==> src/rtl/rpg_pkg.sv <==
`timescale 1ns/1ps
package rpg_pkg;

   localparam int unsigned RPG_LINES     = 4;
   localparam int unsigned RPG_OP_W      = 3;
   localparam int unsigned RPG_NUM_GATES = 5;

   typedef logic [RPG_LINES-1:0] vec_t;

   typedef enum logic [RPG_OP_W-1:0] {
      OP_FANXOR = 3'd0,
      OP_CSWAP  = 3'd1,
      OP_FTOL   = 3'd2,
      OP_MIX1   = 3'd3,
      OP_MIX2   = 3'd4
   } gate_op_e;

   // Forward mapping of every gate; unused opcodes map to zero.
   function automatic vec_t rpg_fwd_map(input logic [RPG_OP_W-1:0] op, input vec_t x);
      logic a, b, c, d, sel;
      vec_t y;
      a = x[0]; b = x[1]; c = x[2]; d = x[3];
      y = '0;
      case (op)
         OP_FANXOR: y = {d, a ^ c, a ^ b, a};
         OP_CSWAP:  y = {d, (~a & c) ^ (a & b), (~a & b) ^ (a & c), a};
         OP_FTOL:   y = {d, (b & c) ^ (a & ~c), (~b & c) ^ (a & ~c), a ^ b};
         OP_MIX1:   y = {(~b & d) ^ (b & ~c), (~b & c) ^ (b & d), ~b, ~(a ^ b)};
         OP_MIX2: begin
            sel = (a & ~c) ^ (b & c);
            y   = {sel ^ d, ~c, ~(a ^ b), sel};
         end
         default:   y = '0;
      endcase
      return y;
   endfunction

endpackage

==> src/rtl/rpg_fwd_eval.sv <==
`timescale 1ns/1ps
module rpg_fwd_eval #(
   parameter int unsigned LINES = 4,
   parameter int unsigned OP_W  = 3
) (
   input  logic [OP_W-1:0]  op,
   input  logic [LINES-1:0] din,
   output logic [LINES-1:0] dout
);
   always_comb dout = rpg_pkg::rpg_fwd_map(op, din);
endmodule

==> src/rtl/rpg_inv_eval.sv <==
`timescale 1ns/1ps
module rpg_inv_eval #(
   parameter int unsigned LINES      = 4,
   parameter int unsigned OP_W       = 3,
   parameter bit          INV_SEARCH = 1'b1
) (
   input  logic [OP_W-1:0]  op,
   input  logic [LINES-1:0] din,
   output logic [LINES-1:0] dout
);
   localparam int unsigned NUM_VEC = 1 << LINES;

   if (INV_SEARCH) begin : g_search
      logic [NUM_VEC-1:0] hit;
      for (genvar k = 0; k < NUM_VEC; k++) begin : g_cand
         assign hit[k] = (rpg_pkg::rpg_fwd_map(op, LINES'(k)) == din);
      end
      always_comb begin
         dout = '0;
         for (int i = 0; i < NUM_VEC; i++) begin
            if (hit[i]) dout = dout | LINES'(i);
         end
      end
   end else begin : g_closed
      logic p, q, r, s;
      assign p = din[0];
      assign q = din[1];
      assign r = din[2];
      assign s = din[3];
      always_comb begin
         dout = '0;
         case (op)
            rpg_pkg::OP_FANXOR: dout = {s, p ^ r, p ^ q, p};
            rpg_pkg::OP_CSWAP:  dout = p ? {s, q, r, p} : {s, r, q, p};
            rpg_pkg::OP_FTOL:   dout = (q ^ r) ? {s, 1'b1, r, p ^ r}
                                               : {s, 1'b0, p ^ q, q};
            rpg_pkg::OP_MIX1:   dout = q ? {s, r, 1'b0, p ^ q}
                                         : {r, ~s, 1'b1, p ^ q};
            rpg_pkg::OP_MIX2:   dout = r ? {s ^ p, 1'b0, p ^ ~q, p}
                                         : {s ^ p, 1'b1, p, p ^ ~q};
            default:            dout = '0;
         endcase
      end
   end
endmodule

==> src/rtl/rpg_parity_mon.sv <==
`timescale 1ns/1ps
module rpg_parity_mon #(
   parameter int unsigned LINES = 4
) (
   input  logic [LINES-1:0] din,
   input  logic [LINES-1:0] raw,
   input  logic [LINES-1:0] mask,
   output logic [LINES-1:0] dout,
   output logic             mismatch
);
   logic par_in, par_out;
   assign dout     = raw ^ mask;
   assign par_in   = ^din;
   assign par_out  = ^dout;
   assign mismatch = par_in ^ par_out;
endmodule

==> src/rtl/rpg_gate_unit.sv <==
`timescale 1ns/1ps
module rpg_gate_unit #(
   parameter int unsigned LINES      = 4,
   parameter int unsigned OP_W       = 3,
   parameter int unsigned NUM_GATES  = 5,
   parameter bit          INV_SEARCH = 1'b1
) (
   input  logic [2:0] op_sel,
   input  logic       inv_mode,
   input  logic [3:0] vec_in,
   input  logic [3:0] inj_mask,
   output logic [3:0] vec_out,
   output logic       fault_flag,
   output logic       op_illegal
);
   localparam logic [OP_W-1:0] LAST_OP = OP_W'(NUM_GATES - 1);

   if (LINES != rpg_pkg::RPG_LINES) begin : g_bad_lines
      $error("rpg_gate_unit: LINES must match the gate library width");
   end
   if (OP_W != rpg_pkg::RPG_OP_W) begin : g_bad_opw
      $error("rpg_gate_unit: OP_W must match the opcode width");
   end
   if (NUM_GATES != rpg_pkg::RPG_NUM_GATES) begin : g_bad_gates
      $error("rpg_gate_unit: NUM_GATES must match the gate library");
   end

   logic [LINES-1:0] fwd_res, inv_res, gate_res;

   rpg_fwd_eval #(.LINES(LINES), .OP_W(OP_W)) u_fwd (
      .op(op_sel), .din(vec_in), .dout(fwd_res)
   );

   rpg_inv_eval #(.LINES(LINES), .OP_W(OP_W), .INV_SEARCH(INV_SEARCH)) u_inv (
      .op(op_sel), .din(vec_in), .dout(inv_res)
   );

   assign op_illegal = (op_sel > LAST_OP);
   assign gate_res   = op_illegal ? '0 : (inv_mode ? inv_res : fwd_res);

   rpg_parity_mon #(.LINES(LINES)) u_par (
      .din(vec_in), .raw(gate_res), .mask(inj_mask),
      .dout(vec_out), .mismatch(fault_flag)
   );
endmodule

==> config.mk <==
export PLATFORM = sky130hd
export DESIGN_NAME = rpg_gate_unit
export DESIGN_NICKNAME = d
export VERILOG_FILES = /design/src/rtl/rpg_pkg.sv /design/src/rtl/rpg_fwd_eval.sv /design/src/rtl/rpg_inv_eval.sv /design/src/rtl/rpg_parity_mon.sv /design/src/rtl/rpg_gate_unit.sv
export SDC_FILE = /design/constraint.sdc
export NUM_CORES = 1
export LEC_CHECK = 0
export BUFFER_PORTS_ARGS = -buffer_cell sky130_fd_sc_hd__buf_2
export CAP_MARGIN = 20
export CORE_MARGIN = 2
export CORE_UTILIZATION = 50
export DETAILED_ROUTE_END_ITERATION = 16
export PLACE_DENSITY = 0.81
export SLEW_MARGIN = 20
export SYNTH_ARGS = -nofsm -noshare
export SYNTH_HDL_FRONTEND = slang
export SYNTH_SLANG_ARGS = --single-unit
==> constraint.sdc <==
create_clock -name vclk -period 3.5
set_clock_uncertainty 0.1 [all_clocks]
set_input_delay 0.525 -clock vclk [all_inputs]
set_output_delay 0.525 -clock vclk [all_outputs]
set_load 0.02 [all_outputs]
; Word-level counts from Yosys, hierarchy flattened
; Cells that the tools add are included.
[totals]
ff_bits = 0
input_bits = 12
wordCells = 88
[classes]
n_reduce_logical = 10
magnitude_cmp = 1
bitwise_logic = 25
eq_ne = 19
n_mux = 33
[op_table]
columns = operator, count
row1 = 4-bit case mux with 4 select lines, 6
row2 = 4-bit case mux with 3 select lines, 6
row3 = 4-bit equality test, 13
row4 = 4-bit 2-to-1 mux, 10
row5 = 4-bit case mux with 5 select lines, 2
row6 = 3-bit 2-to-1 mux, 4
row7 = 1-bit bitwise AND, 10
row8 = 2-bit OR reduction, 5
row9 = 1-bit XOR, 10
row10 = 3-bit case mux with 3 select lines, 1
row11 = 3-bit by 4-bit equality test with 1-bit output, 2
row12 = 4-bit XOR reduction, 2
row13 = 3-bit by 2-bit equality test with 1-bit output (second input constant), 2
row14 = 3-bit case mux with 2 select lines, 1
row15 = 3-bit OR reduction, 2
row16 = 2-bit 2-to-1 mux, 2
row17 = 1-bit NOT, 4
row18 = 4-bit XOR, 1
row19 = 3-bit by 1-bit equality test with 1-bit output (second input constant), 1
row20 = 3-bit equality test (second input constant), 1
row21 = 3-bit greater-than comparator (second input constant), 1
row22 = 3-bit zero test, 1
row23 = 1-bit 2-to-1 mux, 1

; Depth between registers and ports, before layout
; Gate-level depths: netlist (run 1).
[logic_depth]
depth_word = 24
depth_mapped = 13

; Cells and area by module
; Synthesis (run 1) repeated with hierarchy kept, for this count alone.
[hier_totals]
cells_unflattened = 194
hier_area_um2 = 1280.0
[by_module_without_submodules]
columns = module, n_inst, seq_area_each_um2, area_per_inst_um2, cells_each
row1 = rpg_inv_eval, 1, 0.0, 863.3, 134
row2 = rpg_fwd_eval, 1, 0.0, 240.2, 40
row3 = rpg_parity_mon, 1, 0.0, 108.9, 10
row4 = rpg_gate_unit, 1, 0.0, 67.6, 10

; Worst setup path before layout (run 1)
; Ideal clock, no wire load.
[synth_path]
kind = in2out
startpoint = input op_sel[0]
endpoint = output fault_flag
stages = 13
setup_slack_ns = -0.577
required_ns = 2.875
arrival_ns = 3.452
path_cell_list = buf_4 > buf_4 > or3b_1 > inv_1 > ha_1 > nor2b_1 > and2_0 > a32o_1 > a311oi_1 > nand4_1 > o31a_1 > xor2_1 > xnor3_1
[synth_lines]
columns = element, line
row1 = from (decl), rpg_gate_unit.sv:8  ; input logic [2:0] op_sel,
row2 = "3-bit by 1-bit equality test with 1-bit output, or another cell as far along", rpg_pkg.sv:24  ; case (op)
row3 = 3-bit OR reduction (no source line), --
row4 = 4-bit case mux with 3 select lines, rpg_pkg.sv:24
row5 = 4-bit equality test, rpg_inv_eval.sv:16  ; assign hit[k] = (rpg_pkg::rpg_fwd_map(op, LINES'(k)) == din);
row6 = 4-bit 2-to-1 mux (8 in a row), rpg_inv_eval.sv:21  ; if (hit[i]) dout = dout | LINES'(i);
row7 = 4-bit 2-to-1 mux, rpg_gate_unit.sv:39  ; assign gate_res = op_illegal ? '0 : (inv_mode ? inv_res : fwd_res);
row8 = 4-bit 2-to-1 mux (*), rpg_gate_unit.sv:39
row9 = 4-bit XOR (*), rpg_parity_mon.sv:12  ; assign dout = raw ^ mask;
row10 = via vec_out[3], rpg_gate_unit.sv:12  ; output logic [3:0] vec_out,
row11 = 4-bit XOR reduction (*), rpg_parity_mon.sv:14  ; assign par_out = ^dout;
row12 = 1-bit XOR (*), rpg_parity_mon.sv:15  ; assign mismatch = par_in ^ par_out;
row13 = to (decl), rpg_gate_unit.sv:13  ; output logic fault_flag,
; The timed path passes the listed nets; every way through them passes the cells marked *.

; Worst setup path in the final report (run 1)
[layout_path]
startpoint = input op_sel[2]
endpoint = output fault_flag
[layout_between]
elab_chain_len = 24
[layout_rtl]
columns = element, line
row1 = 3-bit by 2-bit equality test with 1-bit output or 3-bit zero test (tied branches), rpg_pkg.sv:24
row2 = 2-bit OR reduction (no source line), --
row3 = 4-bit case mux with 4 select lines, rpg_pkg.sv:24
row4 = 4-bit equality test, rpg_inv_eval.sv:16
row5 = 1-bit 2-to-1 mux, rpg_inv_eval.sv:21
row6 = 2-bit 2-to-1 mux (2 in a row), rpg_inv_eval.sv:21
row7 = 3-bit 2-to-1 mux (4 in a row), rpg_inv_eval.sv:21
row8 = 4-bit 2-to-1 mux (8 in a row), rpg_inv_eval.sv:21
row9 = 4-bit 2-to-1 mux, rpg_gate_unit.sv:39
row10 = 4-bit 2-to-1 mux (*), rpg_gate_unit.sv:39
row11 = 4-bit XOR (*), rpg_parity_mon.sv:12
row12 = 4-bit XOR reduction (*), rpg_parity_mon.sv:14
row13 = 1-bit XOR (*), rpg_parity_mon.sv:15
; Mark *: on every way between the ends. The rest lies on a longest branch, timed or not.

==> flow_summary.yaml, run 1 <==
pwr:
  vdd_drop_max_v: 0.000155
  pwr-share-comb_pct: 100.0
  p_leak_uw: 0.000840
  p_switching_uw: 176
  finalPower_uw: 345
  p_per_area_mw_per_mm2: 175
  switching_share_pct: 51.0
  p_int_uw: 169
  p_clk_share_pct: 0
  power.share.sequential_pct: 0
worst_hold_path:
  hold_path.class: "input port to output port"
  whs_path_depth: 3
  worstHoldStart: "inj_mask[3]"
  holdPathEnd: "vec_out[3]"
drt:
  drt-initial-drc-count: 112
  drcViolationCount: 0
  routed_via_density: 6.49
  ant_nets: 0
  wl_per_cell_um: 17.3
  first_pass_iters: 5
  wl_met1_um: 2130
  met2_length_um: 2360
  wl_met3_um: 377
  top_layer: "met4"
  vias: 1888
  routed_wl_um: 5030
sta:
  final_max_slew_viol_count: 0
  post-route-min-period_ns: 3.64
  period_share_pct: 104
  slew_headroom_pct: 66.1
  setup_viol: 1
  rsz0062_at_grt: "true"
  holdWs_ns: 1.28
  setup_slack_ns: -0.145
  max_slew.worst_pin.slew_ns: 0.496
  timing.final.hold_violations: 0
  clock.fmax_mhz: 274
floorplan:
  die_h_um: 57.1
  num_io_pins: 18
  coreArea_mm2: 0.00271
  die_area_mm2: 0.00326
  die_x_um: 57.1
  rows: 19
  start_util_pct: 51.9
placed_design:
  port_buffers: 18
  dp_hpwl_um: 3690
  dpl.cell_count: 285
  place.gp.congestion: 0.949
cells_and_area:
  layout_commonest_cell: "buf_4"
  seq_cells: 0
  seq_area_um2: 0
  instances_no_fill: 291
  layout-drive-gt1-share_pct: 40.4
  fin_util_pct: 72.6
  antennaDiodeCount: 0
  mostFrequentLayoutCells: "buf_4, buf_2, nand2_1, nor2_1, a21oi_1"
  clkbuf_count: 0
  layout.nets: 275
  area_growth_pct: 39.8
logic_synthesis:
  yosysWarnings: 0
  avgSynthCellArea_um2: 6.87
  synth_nets: 218
  synth_cell_type_count: 65
  syn_area_mm2: 0.00141
  ys_seq_area_share_pct: 0
  synth_cells: 205
global_route:
  grt_antenna_before_repair: 0
  grt_max_degree: 18
  grt_pass1_wl_um: 8350
  grt_usage_pct: 31.4
  grt-ovfl-total: 0
  grt_pass1_vias: 1748
job:
  maxCapViolCount: 0
worst_setup_path:
  arrival_ns: 3.02
  cp-end-kind: "output port"
  cp_data_required_time_ns: 2.87
  cp-start-kind: "input port"
  worstSetupPathType: "input port to output port"
  crit_fanout: 13
status:
  status: "finished with violations"
  violations: "setup timing"
clocking:
  hold_buffers: 0
-- metal layers --
| metal | global-route usage [%] | vias up |
|---|---|---|
| met5 | 0 | - |
| met4 | 9.63 | 0 |
| met3 | 4.08 | 21 |
| met2 | 52.1 | 115 |
| met1 | 42.3 | 866 |
| li1 | - | 886 |
-- cells in the mapped netlist (2+ instances only) --
cell       number  share of area (%)
mux2i_1         3                2.1
or3_1           4                1.8
o21ai_0         9                3.2
buf_6           6                4.8
buf_4           5                2.7
inv_1           7                1.9
a311oi_1        3                1.9
nand3b_1        4                2.1
a211o_1         2                1.2
o211ai_1        3                1.6
a2111oi_0       2                1.2
buf_2          10                3.6
a21oi_1        14                5.0
or3b_1          4                2.5
o21ai_1         3                1.1
nand3_1         3                1.1
nor2_1         12                3.2
o22ai_1         5                2.2
nand2b_1        9                4.0
o2bb2ai_1       2                1.2
buf_1           2               0.53
o41ai_1         2                1.2
a21o_1          3                1.6
nor3b_1         2                1.1
xnor2_1        10                6.2
nor4_1          2               0.89
a221oi_1        4                2.5
a22oi_1         2                1.1
o32ai_1         3                1.9
nor3_1          5                1.8
nor2b_1         8                3.6
or2_1           2               0.89
xor2_1          4                2.5
nand2_1        12                3.2
o21a_1          4                2.1
-- stage by stage --
step | TNS (ns) | setup slack, ns | instance area, um2
2_1_floorplan | -0.292 | -0.292 | 1450
3_3_place_gp | -0.220 | -0.220 | 1810
3_5_place_dp | -0.231 | -0.231 | 1810
4_1_cts | -0.0953 | -0.0953 | 1920
5_1_grt | -0.273 | -0.273 | 1970
6_report | -0.145 | -0.145 | 1970
-- worst max-delay path by stage --
stage	from	depth (start not counted)	slack [ns]	to
finish	op_sel[2]	12	-0.14	fault_flag
global route	op_sel[2]	13	-0.27	fault_flag
CTS	op_sel[0]	12	-0.1	fault_flag
detailed placement	op_sel[1]	13	-0.23	fault_flag
global placement	op_sel[1]	11	-0.22	fault_flag
floorplan	op_sel[0]	13	-0.29	fault_flag
-- cells by family (layout without fill, tap and decap cells) --
group / count (synthesis) / count (layout) / share of synthesized area (%)
mux: 3 / 3 / 2.13
xor+xnor: 15 / 15 / 10.3
simple gates: 75 / 75 / 30.2
fa+ha+maj: 2 / 2 / 1.69
compound gates: 80 / 80 / 42.2
buf+inv: 30 / 85 / 13.4
-- what timing repair did --
item / in CTS / in global routing
resized for setup: 16 / 6
setup endpoints to repair: 1 / 1
pin swaps: 20 / 7
setup buffers: 4 / 2
-- worst max-delay path: stages --
cell and delay, ns:
buf_2 0.11, buf_6 0.14, buf_6 0.15, nand3b_1 0.26, buf_4 0.21, o32ai_2 0.26
o21a_1 0.27, o41ai_2 0.11, xnor2_1 0.24, xor2_1 0.17, xnor3_2 0.42, buf_4 0.17
-- power by group through the flow --
stage,Combinational (uW),Sequential (uW),Clock (uW)
floorplan,208,0,0
detailed placement,302,0,0
global placement,298,0,0
global route,367,0,0
finish,345,0,0
CTS,327,0,0
-- layout make-up --
cell class	count	area, um2
tap	31	38.8
multi-input combinational	175	1340
inverter	7	26.3
timing repair buffer	78	566
fill	214	742
Power figures use the tool's default switching activity.
==> run 2, diff against run 1 <==
--- a/config.mk
+++ b/config.mk
@@ -5,7 +5,7 @@
 export SDC_FILE = /design/constraint.sdc
 export NUM_CORES = 1
 export LEC_CHECK = 0
-export BUFFER_PORTS_ARGS = -buffer_cell sky130_fd_sc_hd__buf_2
+export BUFFER_PORTS_ARGS = -buffer_cell sky130_fd_sc_hd__clkbuf_2
 export CAP_MARGIN = 20
 export CORE_MARGIN = 2
 export CORE_UTILIZATION = 50
==> flow_summary.yaml, run 2 (same netlist as run 1, synthesis figures left out) <==
status:
  status: "finished with violations"
  violations: "setup timing"
worst_setup_path:
  cp_data_required_time_ns: 2.87
  arrival_ns: 3.04
  worstSetupPathType: "input port to output port"
  path_cells: "clkbuf_2 > buf_12 > buf_4 > nand2_1 > a21boi_0 > o221ai_1 > a22o_1 > o41ai_2 > xnor2_1 > xor2_1 > xnor3_2 > buf_4"
  crit_fanout: 10
  cp-end-kind: "output port"
  crit_top_cell: "buf_4"
  slowest_delay_ns: 0.42
  cp-start-kind: "input port"
  crit_slowest_cell: "xnor3_2"
drt:
  top_layer: "met4"
  wl_per_cell_um: 20.8
  drcViolationCount: 0
  met2_length_um: 2910
  routed_wl_um: 6380
  first_pass_iters: 5
  ant_nets: 0
  wl_met1_um: 2420
  routed_via_density: 6.93
  drt-initial-drc-count: 285
  wl_met3_um: 688
  vias: 2128
sta:
  slew_headroom_pct: 65.6
  timing.final.hold_violations: 0
  setup_viol: 2
  rsz0062_at_grt: "true"
  max_slew.worst_pin.slew_ns: 0.503
  clock.fmax_mhz: 273
  finalSetupTns_ns: -0.171
  period_share_pct: 105
  final_max_slew_viol_count: 0
  setup_slack_ns: -0.167
  post-route-min-period_ns: 3.67
floorplan:
  die_h_um: 57.1
  num_io_pins: 18
  coreArea_mm2: 0.00271
  die_x_um: 57.1
  die_area_mm2: 0.00326
  start_util_pct: 51.9
  rows: 19
cells_and_area:
  area_growth_pct: 58.7
  layout.nets: 291
  antennaDiodeCount: 0
  fillCellCount: 145
  layout-drive-gt1-share_pct: 47.5
  mostFrequentLayoutCells: "buf_4, a21oi_1, clkbuf_2"
  layout_commonest_cell: "buf_4"
  seq_cells: 0
  multiInputGateArea_mm2: 0.00140
  seq_area_um2: 0
  clkbuf_count: 0
global_route:
  grt_pass1_vias: 1888
  grt_antenna_before_repair: 0
  grt_max_degree: 21
  grt_usage_pct: 32.9
  grt_pass1_wl_um: 8820
  grt-ovfl-total: 0
pwr:
  p_per_area_mw_per_mm2: 184
  p_leak_uw: 0.000975
  vdd_drop_max_v: 0.000203
worst_hold_path:
  whs_path_depth: 4
  worstHoldStart: "inj_mask[3]"
  holdPathEnd: "vec_out[3]"
  hold_path.class: "input port to output port"
placed_design:
  port_buffers: 18
  dp_hpwl_um: 3840
  place.gp.congestion: 0.964
  post-place-ws_ns: -0.240
job:
  maxCapViolCount: 0
clocking:
  hold_buffers: 0
==> run 2: changes by cell type in the layout (fill, tap and decap cells not counted), moves of 2 or more <==
| cell | previous run | this run |
|---|---|---|
| buf_6 | 6 | 9 |
| buf_2 | 17 | 0 |
| o22ai_2 | 0 | 2 |
| buf_4 | 55 | 66 |
| buf_8 | 0 | 2 |
| clkbuf_2 | 0 | 13 |
| o22ai_1 | 5 | 3 |
| buf_12 | 0 | 4 |
==> run 2: timing repair <==
| action | 4_1_cts | 5_1_grt |
|---|---|---|
| buffers inserted | 7 | 8 |
| pin swaps | 13 | 17 |
| endpoints found under the setup margin | 2 | 3 |
| gates resized for setup | 17 | 30 |
==> run 2: routing by layer <==
metal,track usage (%),vias to the layer above
met3,3.17,43
met4,8.97,0
met2,58.3,185
met1,42.3,983
met5,0,-
li1,-,917
==> run 2: power by group <==
| part | switching, uW | internal (uW) | leakage, uW |
|---|---|---|---|
| Combinational | 203 | 209 | 0.000975 |
| Clock | 0 | 0 | 0 |
| Sequential | 0 | 0 | 0 |
| Total | 203 | 209 | 0.000975 |
==> run 2: critical path: cells and delay by family <==
family,cells,cell delay (ns)
compound gates,4,0.90
xor+xnor,3,0.82
buf+inv,4,0.63
simple gates,1,0.17
==> run 2: cell type report <==
cell class,count,share of cell area (%)
Timing Repair Buffer,94,34.6
Inverter,7,1.18
Multi-Input combinational cell,175,62.5
Tap cell,31,1.74
==> run 2: per-stage QoR <==
| step | instance area (um2) | power [uW] | hold WS (ns) | utilization [%] | instances |
|---|---|---|---|---|---|
| 4_1_cts | 2060 | 353 | 1.28 | 75.9 | 299 |
| 2_1_floorplan | 1450 | 208 | 1.05 | - | 205 |
| 5_1_grt | 2230 | 431 | 1.39 | 82.4 | 307 |
| 3_5_place_dp | 1910 | 319 | 1.27 | 70.6 | 292 |
| 6_report | 2230 | 412 | 1.37 | 82.4 | 307 |
| 3_3_place_gp | 1910 | 312 | 1.26 | 70.6 | 292 |
==> run 2: worst max-delay path by stage <==
stage | start | end | slack, ns | depth (start not counted)
after detailed placement | op_sel[0] | fault_flag | -0.24 | 13
after floorplan | op_sel[0] | fault_flag | -0.29 | 13
after CTS | op_sel[2] | fault_flag | -0.13 | 13
final | vec_in[1] | fault_flag | -0.17 | 12
after global placement | op_sel[1] | fault_flag | -0.21 | 11
after global routing | vec_in[1] | fault_flag | -0.35 | 12
